**src/rtl/baud_sel_pkg.sv**
```systemverilog
package baud_sel_pkg;

    typedef enum logic [1:0] {
        ST_IDLE   = 2'd0,
        ST_DIVIDE = 2'd1,
        ST_SEARCH = 2'd2
    } sel_state_e;

endpackage

```
**src/rtl/baud_divider.sv**
```systemverilog
module baud_divider #(
    parameter int W = 32
) (
    input  logic         clk,
    input  logic         rst_n,
    input  logic         start,
    input  logic [W-1:0] dividend,
    input  logic [W-1:0] divisor,
    output logic [W-1:0] quotient,
    output logic         done
);
    localparam int CNT_W = $clog2(W + 1);

    typedef struct packed {
        logic             busy;
        logic             done;
        logic [CNT_W-1:0] cnt;
        logic [W:0]       rem;
        logic [W-1:0]     quo;
        logic [W-1:0]     dvs;
    } div_state_t;

    div_state_t s_d, s_q;
    logic [W:0] trial;
    logic       fits;

    always_comb begin
        s_d      = s_q;
        s_d.done = 1'b0;
        trial    = {s_q.rem[W-1:0], s_q.quo[W-1]};
        fits     = (trial >= {1'b0, s_q.dvs});
        if (start && !s_q.busy) begin
            s_d.busy = 1'b1;
            s_d.cnt  = CNT_W'(W);
            s_d.rem  = '0;
            s_d.quo  = dividend;
            s_d.dvs  = divisor;
        end else if (s_q.busy) begin
            // one restoring step: shift in next dividend bit, try subtract
            s_d.rem = fits ? (trial - {1'b0, s_q.dvs}) : trial;
            s_d.quo = {s_q.quo[W-2:0], fits};
            s_d.cnt = s_q.cnt - 1'b1;
            if (s_q.cnt == CNT_W'(1)) begin
                s_d.busy = 1'b0;
                s_d.done = 1'b1;
            end
        end
    end

    always_ff @(posedge clk) begin
        if (!rst_n) s_q <= '0;
        else        s_q <= s_d;
    end

    assign quotient = s_q.quo;
    assign done     = s_q.done;

endmodule

```
**src/rtl/baud_step.sv**
```systemverilog
module baud_step #(
    parameter int W       = 32,
    parameter int DIV_W   = 2,
    parameter int BRG_W   = 6,
    parameter int BRG_MIN = 4
) (
    input  logic [W-1:0]     quo,
    input  logic [DIV_W-1:0] idx,
    output logic             too_fast,
    output logic             fits,
    output logic [BRG_W-1:0] brg_val
);
    localparam int         N_DIV  = 2 ** DIV_W;
    localparam logic [W-1:0] N_LOW  = W'(BRG_MIN + 1);
    localparam logic [W-1:0] N_HIGH = W'(2 ** BRG_W);

    logic [W-1:0] cand [N_DIV];
    logic [W-1:0] n_sel;

    // candidate for each coarse exponent: q / (4 << d)
    for (genvar d = 0; d < N_DIV; d++) begin : g_cand
        assign cand[d] = quo >> (2 + d);
    end

    assign n_sel    = cand[idx];
    assign too_fast = (n_sel < N_LOW);
    assign fits     = !too_fast && (n_sel <= N_HIGH);

    always_comb begin
        if (too_fast) brg_val = BRG_W'(BRG_MIN);
        else          brg_val = BRG_W'(n_sel - 1'b1);
    end

endmodule

```
**src/rtl/baud_sel.sv**
```systemverilog
module baud_sel
    import baud_sel_pkg::*;
#(
    parameter int W       = 32,
    parameter int DIV_W   = 2,
    parameter int BRG_W   = 6,
    parameter int BRG_MIN = 4
) (
    input  logic             clk,
    input  logic             rst_n,
    input  logic             start,
    input  logic [W-1:0]     ref_hz,
    input  logic [W-1:0]     req_hz,
    output logic             busy,
    output logic             done,
    output logic             err,
    output logic             clamped,
    output logic [DIV_W-1:0] div_sel,
    output logic [BRG_W-1:0] brg
);
    localparam logic [DIV_W-1:0] DIV_MAX = {DIV_W{1'b1}};
    localparam logic [BRG_W-1:0] BRG_MAX = {BRG_W{1'b1}};

    typedef struct packed {
        sel_state_e       st;
        logic [DIV_W-1:0] idx;
        logic [DIV_W-1:0] div_o;
        logic [BRG_W-1:0] brg_o;
        logic             clamped;
        logic             err;
        logic             done;
    } sel_t;

    sel_t s_d, s_q;

    logic             div_start;
    logic [W-1:0]     quo;
    logic             div_done;
    logic             too_fast;
    logic             fits;
    logic [BRG_W-1:0] brg_val;

    baud_divider #(.W(W)) u_div (
        .clk      (clk),
        .rst_n    (rst_n),
        .start    (div_start),
        .dividend (ref_hz),
        .divisor  (req_hz),
        .quotient (quo),
        .done     (div_done)
    );

    baud_step #(
        .W(W), .DIV_W(DIV_W), .BRG_W(BRG_W), .BRG_MIN(BRG_MIN)
    ) u_step (
        .quo      (quo),
        .idx      (s_q.idx),
        .too_fast (too_fast),
        .fits     (fits),
        .brg_val  (brg_val)
    );

    always_comb begin
        s_d       = s_q;
        s_d.done  = 1'b0;
        div_start = 1'b0;
        unique case (s_q.st)
            ST_IDLE: begin
                if (start) begin
                    if (req_hz == '0) begin
                        s_d.done    = 1'b1;
                        s_d.err     = 1'b1;
                        s_d.clamped = 1'b0;
                        s_d.div_o   = '0;
                        s_d.brg_o   = '0;
                    end else begin
                        div_start = 1'b1;
                        s_d.st    = ST_DIVIDE;
                    end
                end
            end
            ST_DIVIDE: begin
                if (div_done) begin
                    s_d.st  = ST_SEARCH;
                    s_d.idx = '0;
                end
            end
            ST_SEARCH: begin
                if (too_fast || fits || (s_q.idx == DIV_MAX)) begin
                    s_d.st      = ST_IDLE;
                    s_d.done    = 1'b1;
                    s_d.err     = 1'b0;
                    s_d.div_o   = s_q.idx;
                    s_d.clamped = !fits;
                    s_d.brg_o   = (too_fast || fits) ? brg_val : BRG_MAX;
                end else begin
                    s_d.idx = s_q.idx + 1'b1;
                end
            end
            default: s_d.st = ST_IDLE;
        endcase
    end

    always_ff @(posedge clk) begin
        if (!rst_n) s_q <= '{st: ST_IDLE, default: '0};
        else        s_q <= s_d;
    end

    assign busy    = (s_q.st != ST_IDLE);
    assign done    = s_q.done;
    assign err     = s_q.err;
    assign clamped = s_q.clamped;
    assign div_sel = s_q.div_o;
    assign brg     = s_q.brg_o;

endmodule

```
**config.mk**
```make
export PLATFORM = sky130hd
export DESIGN_NAME = baud_sel
export DESIGN_NICKNAME = d
export VERILOG_FILES = /design/src/rtl/baud_sel_pkg.sv /design/src/rtl/baud_divider.sv /design/src/rtl/baud_step.sv /design/src/rtl/baud_sel.sv
export SDC_FILE = /design/constraint.sdc
export NUM_CORES = 1
export LEC_CHECK = 0
export BUFFER_PORTS_ARGS = -buffer_cell sky130_fd_sc_hd__buf_2
export CELL_PAD_IN_SITES_DETAIL_PLACEMENT = 1
export CELL_PAD_IN_SITES_GLOBAL_PLACEMENT = 1
export CORE_MARGIN = 8
export CORE_UTILIZATION = 48
export CTS_CLUSTER_DIAMETER = 100
export DETAILED_ROUTE_END_ITERATION = 10
export GPL_ROUTABILITY_DRIVEN = 1
export PLACE_DENSITY = 0.9
export SYNTH_ARGS = -nofsm -noshare
export SYNTH_HDL_FRONTEND = slang
export SYNTH_SLANG_ARGS = --single-unit
```
**constraint.sdc**
```tcl
create_clock -name clk -period 6.8 [get_ports clk]
set_input_delay 1.02 -clock clk [delete_from_list [all_inputs] [get_ports clk]]
set_output_delay 1.02 -clock clk [all_outputs]
set_load 0.05 [all_outputs]
```
==> results of run 1 <==
[final timing paths]
kind                                    start            end  slack, ps  cells past startpoint
worst min-delay path            u_div.s_q[27]  u_div.s_q[27]        460                      2
worst max register to register   u_div.s_q[1]  u_div.s_q[92]       3430                     10
worst min register to register  u_div.s_q[27]  u_div.s_q[27]        460                      2
worst max-delay path                req_hz[0]  u_div.s_q[72]       2150                     10
[state kept, by name (all words and copies together), names as in the netlist]
signal          count
u_div.done          1
err                 1
u_div.quotient     32
u_div.s_q          71
s_q                 4
done                1
brg                 6
div_sel             2
clamped             1
[metal layers]
metal | up-vias | part of all wire [%]
li1 | 3287 | -
met1 | 3261 | 44
met2 | 132 | 50
met3 | 51 | 3.5
met4 | 0 | 3.0
met5 | - | 0
[worst max-delay path, delay by kind of cell]
family / cells / cell delay [ps]
AND/OR/NAND/NOR: 5 / 2620
AO/OA/AOI/OAI: 3 / 770
buffers and inverters: 2 / 570
[layout make-up]
| type | count | area [sq um] | share of cell area [%] |
|---|---|---|---|
| clock buffer | 20 | 447 | 5.34 |
| multi-input combinational | 689 | 4610 | 55.1 |
| sequential | 119 | 2390 | 28.5 |
| timing repair buffer | 81 | 413 | 4.93 |
| inverter | 46 | 173 | 2.06 |
| clock inverter | 10 | 106 | 1.27 |
| tap | 188 | 235 | 2.81 |
[stage by stage]
stage	utilization [%]	total power, mW	setup WS, ps
after global routing	55.1	2.83	1840
after global placement	51.4	1.78	1950
after CTS	55.1	2.69	2200
after floorplan	-	1.61	4020
final	55.1	2.68	2150
after detailed placement	51.4	1.81	1790
[synth_stat cells (3+ instances only)]
| library cell | number | area share [%] |
|---|---|---|
| sky130_fd_sc_hd__a211oi_1 | 4 | 0.40 |
| sky130_fd_sc_hd__a21boi_0 | 32 | 3.2 |
| sky130_fd_sc_hd__a21o_1 | 16 | 1.6 |
| sky130_fd_sc_hd__a21oi_1 | 55 | 3.7 |
| sky130_fd_sc_hd__a22oi_1 | 4 | 0.40 |
| sky130_fd_sc_hd__a31oi_1 | 10 | 0.84 |
| sky130_fd_sc_hd__a32oi_1 | 5 | 0.59 |
| sky130_fd_sc_hd__a41oi_1 | 3 | 0.35 |
| sky130_fd_sc_hd__and2_1 | 40 | 3.4 |
| sky130_fd_sc_hd__and3_1 | 10 | 0.84 |
| sky130_fd_sc_hd__buf_2 | 11 | 0.74 |
| sky130_fd_sc_hd__buf_4 | 13 | 1.3 |
| sky130_fd_sc_hd__clkbuf_1 | 34 | 1.7 |
| sky130_fd_sc_hd__dfxtp_1 | 119 | 32 |
| sky130_fd_sc_hd__ha_1 | 37 | 6.2 |
| sky130_fd_sc_hd__inv_1 | 46 | 2.3 |
| sky130_fd_sc_hd__mux2_2 | 4 | 0.60 |
| sky130_fd_sc_hd__mux2i_1 | 59 | 7.9 |
| sky130_fd_sc_hd__mux4_2 | 4 | 1.2 |
| sky130_fd_sc_hd__nand2_1 | 136 | 6.8 |
| sky130_fd_sc_hd__nand2b_1 | 5 | 0.42 |
| sky130_fd_sc_hd__nand3_1 | 7 | 0.47 |
| sky130_fd_sc_hd__nand4_1 | 8 | 0.67 |
| sky130_fd_sc_hd__nor2_1 | 30 | 1.5 |
| sky130_fd_sc_hd__nor2b_1 | 11 | 0.92 |
| sky130_fd_sc_hd__nor3_1 | 13 | 0.87 |
| sky130_fd_sc_hd__nor3b_1 | 7 | 0.70 |
| sky130_fd_sc_hd__nor4_1 | 12 | 1.0 |
| sky130_fd_sc_hd__o211ai_1 | 3 | 0.30 |
| sky130_fd_sc_hd__o21a_1 | 8 | 0.81 |
| sky130_fd_sc_hd__o21ai_0 | 81 | 5.4 |
| sky130_fd_sc_hd__o21bai_1 | 4 | 0.40 |
| sky130_fd_sc_hd__or4_1 | 3 | 0.30 |
| sky130_fd_sc_hd__xnor2_1 | 20 | 2.3 |
| sky130_fd_sc_hd__xor2_1 | 14 | 1.6 |
[power groups by stage]
stage	clock [mW]	sequential [mW]	combinational, mW
global route	0.902	0.816	1.11
floorplan	0	0.792	0.813
finish	0.861	0.808	1.01
detailed placement	0	0.820	0.988
global placement	0	0.816	0.962
CTS	0.871	0.807	1.01
[cell families (layout without fill, tap and decap cells)]
kind of cell	count (synthesis)	in the layout	share of synthesized area, %
simple gates	302	302	20.3
flops	119	119	32.0
compound gates	248	248	21.3
mux	67	67	9.73
xor+xnor	34	34	3.99
fa+ha+maj	38	38	6.48
buf+inv	105	157	6.23
==> results.txt, run 1 <==
Via count of the first global-routing pass: 7380
Initial core utilization: 49.0%
Cells after Synth: 913
Post-cts repair resize count: 0
Number of nets in the final layout: 1059
Gate power share: 37.7%
All-layer global routing usage: 22.3%
Count of endpoints failing setup in the final report: 0
DRC marker count from the first detailed-route iteration: 360
Final count of hold timing violations: 0
Antenna fix cells: 0
Cell-internal power: 1.71 mW
DP Cell Count: 1123
Total setup buffers inserted after CTS: 0
Crit Path Class: input pin to register
Dominant synthesized flop cell: sky130_fd_sc_hd__dfxtp_1
Area of the die: 0.0198 sq mm
Wire length after detailed routing: 21500 microns
Number of CTS-inserted buffers: 17
Average wire length per cell after detail routing: 18.6 microns
Average via count per standard cell: 5.84
Number of enable flip-flop cells after synthesis: 0
Die X-Extent: 141 microns
Half-perimeter wire length of the detailed placement result: 15300 microns
Routability congestion estimate: 0.880
Clock latency on the worst-skew pair: 420 ps
Final hold slack: 463 ps
Critical Path End Type: register
Count of max-cap constraint violations: 0
Static leakage: 3.54 nW
Pin slew with the least headroom to its limit: 1100 ps
Sequential element share of the synthesized area: 32.0%
Total DRC errors in the routed layout: 0
Worst min-delay path class: register to register
Share of cells above drive strength 1: 14.3%
Global Route met3 Usage: 4.52%
Placed Instance Area: 0.00782 sq mm
Clock group share of total power: 32.1%
Reg power frac: 30.2%
Number of pins exceeding their max-slew limit in the final report: 0
Commonest non-fill, non-tap cell in the layout: sky130_fd_sc_hd__nand2_1
Count of TritonRoute iterations in the first routing pass: 5
Cell Pwr Density: 320 mW/mm^2
Arrival time at the worst endpoint: 4990 ps
Avg Synthesized Cell Area: 8.17 sq um
Post-Synthesis Cell Area: 0.00746 sq mm
Post-DRT Antenna Nets: 0
Post-synthesis sequential element count: 119
Maximum cell stage delay along the critical path: 820 ps
Total negative setup slack: 0 ps
Setup clock skew after layout: 6.58 ps
Cell-by-cell trace of the critical path: buf_2, nor4_1, nand4_1, o21ai_0, or2_2, buf_4, or2_2, and2_1, o21ai_0, a21oi_1
Relative slew margins: 26.4%
Clock Tree Buf Depth: 2
Switch share: 36.0%
Worst-path fanout max: 35
Count of input and output buffers: 78
Syn_nets: 1018
Maximum number of pins on one net before global-route repair: 123
Most utilized layer in the global route result: met2
Cell with the biggest individual delay on the critical path: sky130_fd_sc_hd__and2_1
Die height: 141 microns
Number of placement rows: 45
Via count: 6731
CTS H-tree depth: 4
Wire length of the first global-routing pass: 36000 microns
Cts-stage hold buffer count: 0
Final non-filler cell total: 1153
Maximum ir drop on the vdd rail: 0.178 mV
Num ports: 79
Leading cell types in the layout, fill and taps excluded: sky130_fd_sc_hd__nand2_1 (136), sky130_fd_sc_hd__dfxtp_1 (118), sky130_fd_sc_hd__o21ai_0 (81)
Global Route met2 Usage: 39.1%
Fin crit share: 68.4%
Net load switching power: 0.964 mW
Final standard cell area without fillers: 0.00837 sq mm
Status: finished clean
Core footprint: 0.0152 sq mm
Endpoint required time on the critical path: 7140 ps
Syn-to-layout area delta: 12.3%
YS warnings: 0
Setup repair after global routing missed its margin: no
Time the worst path needs with I/O delays and setup: 4650 ps
Clock Sink Count: 119
Clock transition at the registers of the reported paths: 60 ps
Filler Cell Count: 1883
CTS tree: yes
Global-route track usage on met1: 26.0%
Root Driver: sky130_fd_sc_hd__clkbuf_16
F_max: 215 MHz
Launching element type of the critical path: input pin
Synth cell types: 68
Overflow after GRT: 0
Share of flip-flops with an asynchronous set or reset after synthesis: 0%
Number of antenna violations at the first check in global routing: 0
Note: power is estimated with default switching activity, not from simulation.
==> run 2: changes to the inputs <==
--- a/config.mk
+++ b/config.mk
@@ -9,11 +9,11 @@
 export CELL_PAD_IN_SITES_DETAIL_PLACEMENT = 1
 export CELL_PAD_IN_SITES_GLOBAL_PLACEMENT = 1
 export CORE_MARGIN = 8
-export CORE_UTILIZATION = 48
+export CORE_UTILIZATION = 40
 export CTS_CLUSTER_DIAMETER = 100
 export DETAILED_ROUTE_END_ITERATION = 10
 export GPL_ROUTABILITY_DRIVEN = 1
-export PLACE_DENSITY = 0.9
+export PLACE_DENSITY = 0.8
 export SYNTH_ARGS = -nofsm -noshare
 export SYNTH_HDL_FRONTEND = slang
 export SYNTH_SLANG_ARGS = --single-unit
==> constraint.sdc (replaced) <==
create_clock -name clk -period 4.2 [get_ports clk]
set_input_delay 0.63 -clock clk [delete_from_list [all_inputs] [get_ports clk]]
set_output_delay 0.63 -clock clk [all_outputs]
set_load 0.05 [all_outputs]
==> run 2 against run 1 <==
  * Final cell count up 4.4%
  * Critical path depth up 1
  * Utilization down 9.2 points
  * Count of clock-buffer cells in the layout down 2
  * First-iteration DRC count up 3.9%
  * Non-clock buffer count up 3
  * Sequential power up 60%
  * Global-route usage down 3.4 points
  * Largest cell class unchanged
  * Clock power up 73%
==> results.txt, run 2 (synthesized netlist as in run 1, its figures left out) <==
Pin slew with the least headroom to its limit: 973 ps (-131 ps)
Leading cell types in the layout, fill and taps excluded: sky130_fd_sc_hd__nand2_1 (136), sky130_fd_sc_hd__dfxtp_1 (118), sky130_fd_sc_hd__o21ai_0 (81)
Worst Reg2Reg Path Length in Cells: 11 (+1)
Status: finished clean
Die X-Extent: 153 microns (+8.5%)
Time the worst path needs with I/O delays and setup: 3290 ps
Worst-case setup margin in the final layout: 913 ps (-1240 ps)
Static leakage: 3.57 nW (+0.84%)
Total DRC errors in the routed layout: 0 (unchanged)
Net load switching power: 1.68 mW (+74%)
Overall power after layout: 4.48 mW (+67%)
Fin crit share: 78.3%
Worst min-delay path class: input pin to register
Routability congestion estimate: 0.835 (-5.1%)
Total negative setup slack: 0 ps (unchanged)
Clock transition at the registers of the reported paths: 60 ps (about the same)
Overflow after GRT: 0 (unchanged)
DRC marker count from the first detailed-route iteration: 374 (+3.9%)
Post-cts repair resize count: 0 (unchanged)
Clock Sink Count: 119 (unchanged)
Clock latency on the worst-skew pair: 430 ps (about the same)
Setup clock skew after layout: 11.2 ps (+4.67 ps)
Post-DRT Antenna Nets: 0 (unchanged)
Gate power share: 37.7% (about the same)
Count of input and output buffers: 78 (unchanged)
Number of nets in the final layout: 1062 (+0.28%)
F_max: 304 MHz
Cell-internal power: 2.80 mW (+63%)
Final standard cell area without fillers: 0.00849 sq mm (+1.4%)
All-layer global routing usage: 18.9% (-3.4 points)
Number of antenna violations at the first check in global routing: 0 (unchanged)
Maximum ir drop on the vdd rail: 0.331 mV (+87%)
Number of CTS-inserted buffers: 17 (unchanged)
Count of max-cap constraint violations: 0 (unchanged)
Average via count per standard cell: 5.60 (-4.1%)
Antenna fix cells: 0 (unchanged)
Count of cells along the worst hold path: 3 (+1)
Wire length after detailed routing: 21700 microns (+1.3%)
Root Driver: sky130_fd_sc_hd__clkbuf_16
Endpoint required time on the critical path: 4510 ps (-2630 ps)
CTS tree: yes
Footprint of the multi-input gates: 0.00461 sq mm (unchanged)
Average wire length per cell after detail routing: 18.1 microns (-3.0%)
Cell-by-cell trace of the critical path: inv_1, ha_1, nand2_1, o21ai_0, a21oi_1, and3_1, and3_1, nor2_4, buf_4, mux2i_1, o21ai_0
Reg with most FFs: u_div.s_q
Share of cells above drive strength 1: 14.8% (+0.54 points)
Critical Path End Type: register
Via count: 6742 (+0.16%)
Syn-to-layout area delta: 13.9%
CTS H-tree depth: 4 (unchanged)
Commonest non-fill, non-tap cell in the layout: sky130_fd_sc_hd__nand2_1
Register-to-register setup slack: 910 ps (-2520 ps)
Worst-path fanout max: 14 (-60%)
Relative slew margins: 35.2% (+8.7 points)
Placed Instance Area: 0.00790 sq mm (+1.0%)
Wire length of the first global-routing pass: 36600 microns (+1.6%)
Setup repair after global routing missed its margin: no
Fraction of the core area covered by cells at the end of the flow: 45.9% (-9.2 points)
Half-perimeter wire length of the detailed placement result: 15600 microns (+2.2%)
Cts-stage hold buffer count: 0 (unchanged)
Arrival time at the worst endpoint: 3600 ps (-1390 ps)
Initial core utilization: 40.3% (-8.8 points)
Maximum number of pins on one net before global-route repair: 80 (-35%)
Maximum cell stage delay along the critical path: 400 ps (-420 ps)
Post-Place Setup Slack: 689 ps (-1100 ps)
Filler Cell Count: 2268 (+20%)
Num ports: 79 (unchanged)
Die height: 153 microns (+8.5%)
Cell with the biggest individual delay on the critical path: sky130_fd_sc_hd__ha_1
Area of the die: 0.0233 sq mm (+18%)
Cell Pwr Density: 527 mW/mm^2 (+65%)
Launching element type of the critical path: register
Via count of the first global-routing pass: 7274 (-1.4%)
Core footprint: 0.0185 sq mm (+22%)
Switch share: 37.5% (+1.5 points)
Count of endpoints failing setup in the final report: 0 (unchanged)
Clock Tree Buf Depth: 2 (unchanged)
Number of placement rows: 50 (+11%)
Storage cell area: 0.00239 sq mm (unchanged)
Max FFs per register: 71 (unchanged)
Number of pins exceeding their max-slew limit in the final report: 0 (unchanged)
Final count of hold timing violations: 0 (unchanged)
Clock group share of total power: 33.4% (+1.3 points)
Total setup buffers inserted after CTS: 0 (unchanged)
Count of TritonRoute iterations in the first routing pass: 5 (unchanged)
Reg power frac: 28.9% (-1.3 points)
Crit Path Class: register to register
-- run 2: cell count changes in the layout (fill, tap and decap cells not counted) --
cell	before	now
sky130_fd_sc_hd__buf_4	3	6
sky130_fd_sc_hd__inv_6	0	5
sky130_fd_sc_hd__clkbuf_8	1	0
sky130_fd_sc_hd__inv_8	0	2
sky130_fd_sc_hd__clkbuf_1	2	1
sky130_fd_sc_hd__clkinv_2	6	1
sky130_fd_sc_hd__clkinv_4	1	3
-- run 2: final timing paths --
path                 start             to
max          u_div.s_q[20]  u_div.s_q[75]
max reg2reg  u_div.s_q[20]  u_div.s_q[75]
min reg2reg  u_div.s_q[22]  u_div.s_q[22]
min             req_hz[21]  u_div.s_q[21]
-- run 2: per-stage QoR --
| step | instances | hold slack [ps] |
|---|---|---|
| after floorplan | 913 | 443 |
| after global placement | 1172 | 453 |
| after detailed placement | 1172 | 461 |
| after CTS | 1204 | 455 |
| after global routing | 1204 | 457 |
| final | 1204 | 462 |
-- run 2: worst max-delay path, delay by kind of cell (launching register included) --
kind                       cells  cell delay [ps]
and+or+nand+nor                4              970
AOI/OAI and AO/OA              3              710
buffers and inverters          2              430
adders and majority gates      1              400
DFF                            1              330
muxes                          1              320
-- run 2: final cells by class --
| class | count | area share [%] |
|---|---|---|
| inverters | 46 | 2.03 |
| well taps | 234 | 3.45 |
| clock buffers | 18 | 5.05 |
| flip-flops and latches | 119 | 28.1 |
| multi-input cells | 689 | 54.3 |
| clock inverters | 14 | 1.94 |
| repair buffers | 84 | 5.13 |
-- run 2: routing by layer --
metal,global-route usage (%),wire [microns],vias to the layer above
met3,4.34,914,45
li1,-,-,3297
met2,33.0,10600,125
met1,22.4,9700,3275
met4,6.74,518,0
met5,0,0,-
-- run 2: power by group through the flow --
stage,Sequential [mW],Combinational (mW),Clock [mW]
after detailed placement,1.32,1.64,0
after global routing,1.31,1.84,1.57
after CTS,1.29,1.68,1.52
after floorplan,1.28,1.32,0
after global placement,1.31,1.60,0
final,1.29,1.69,1.49
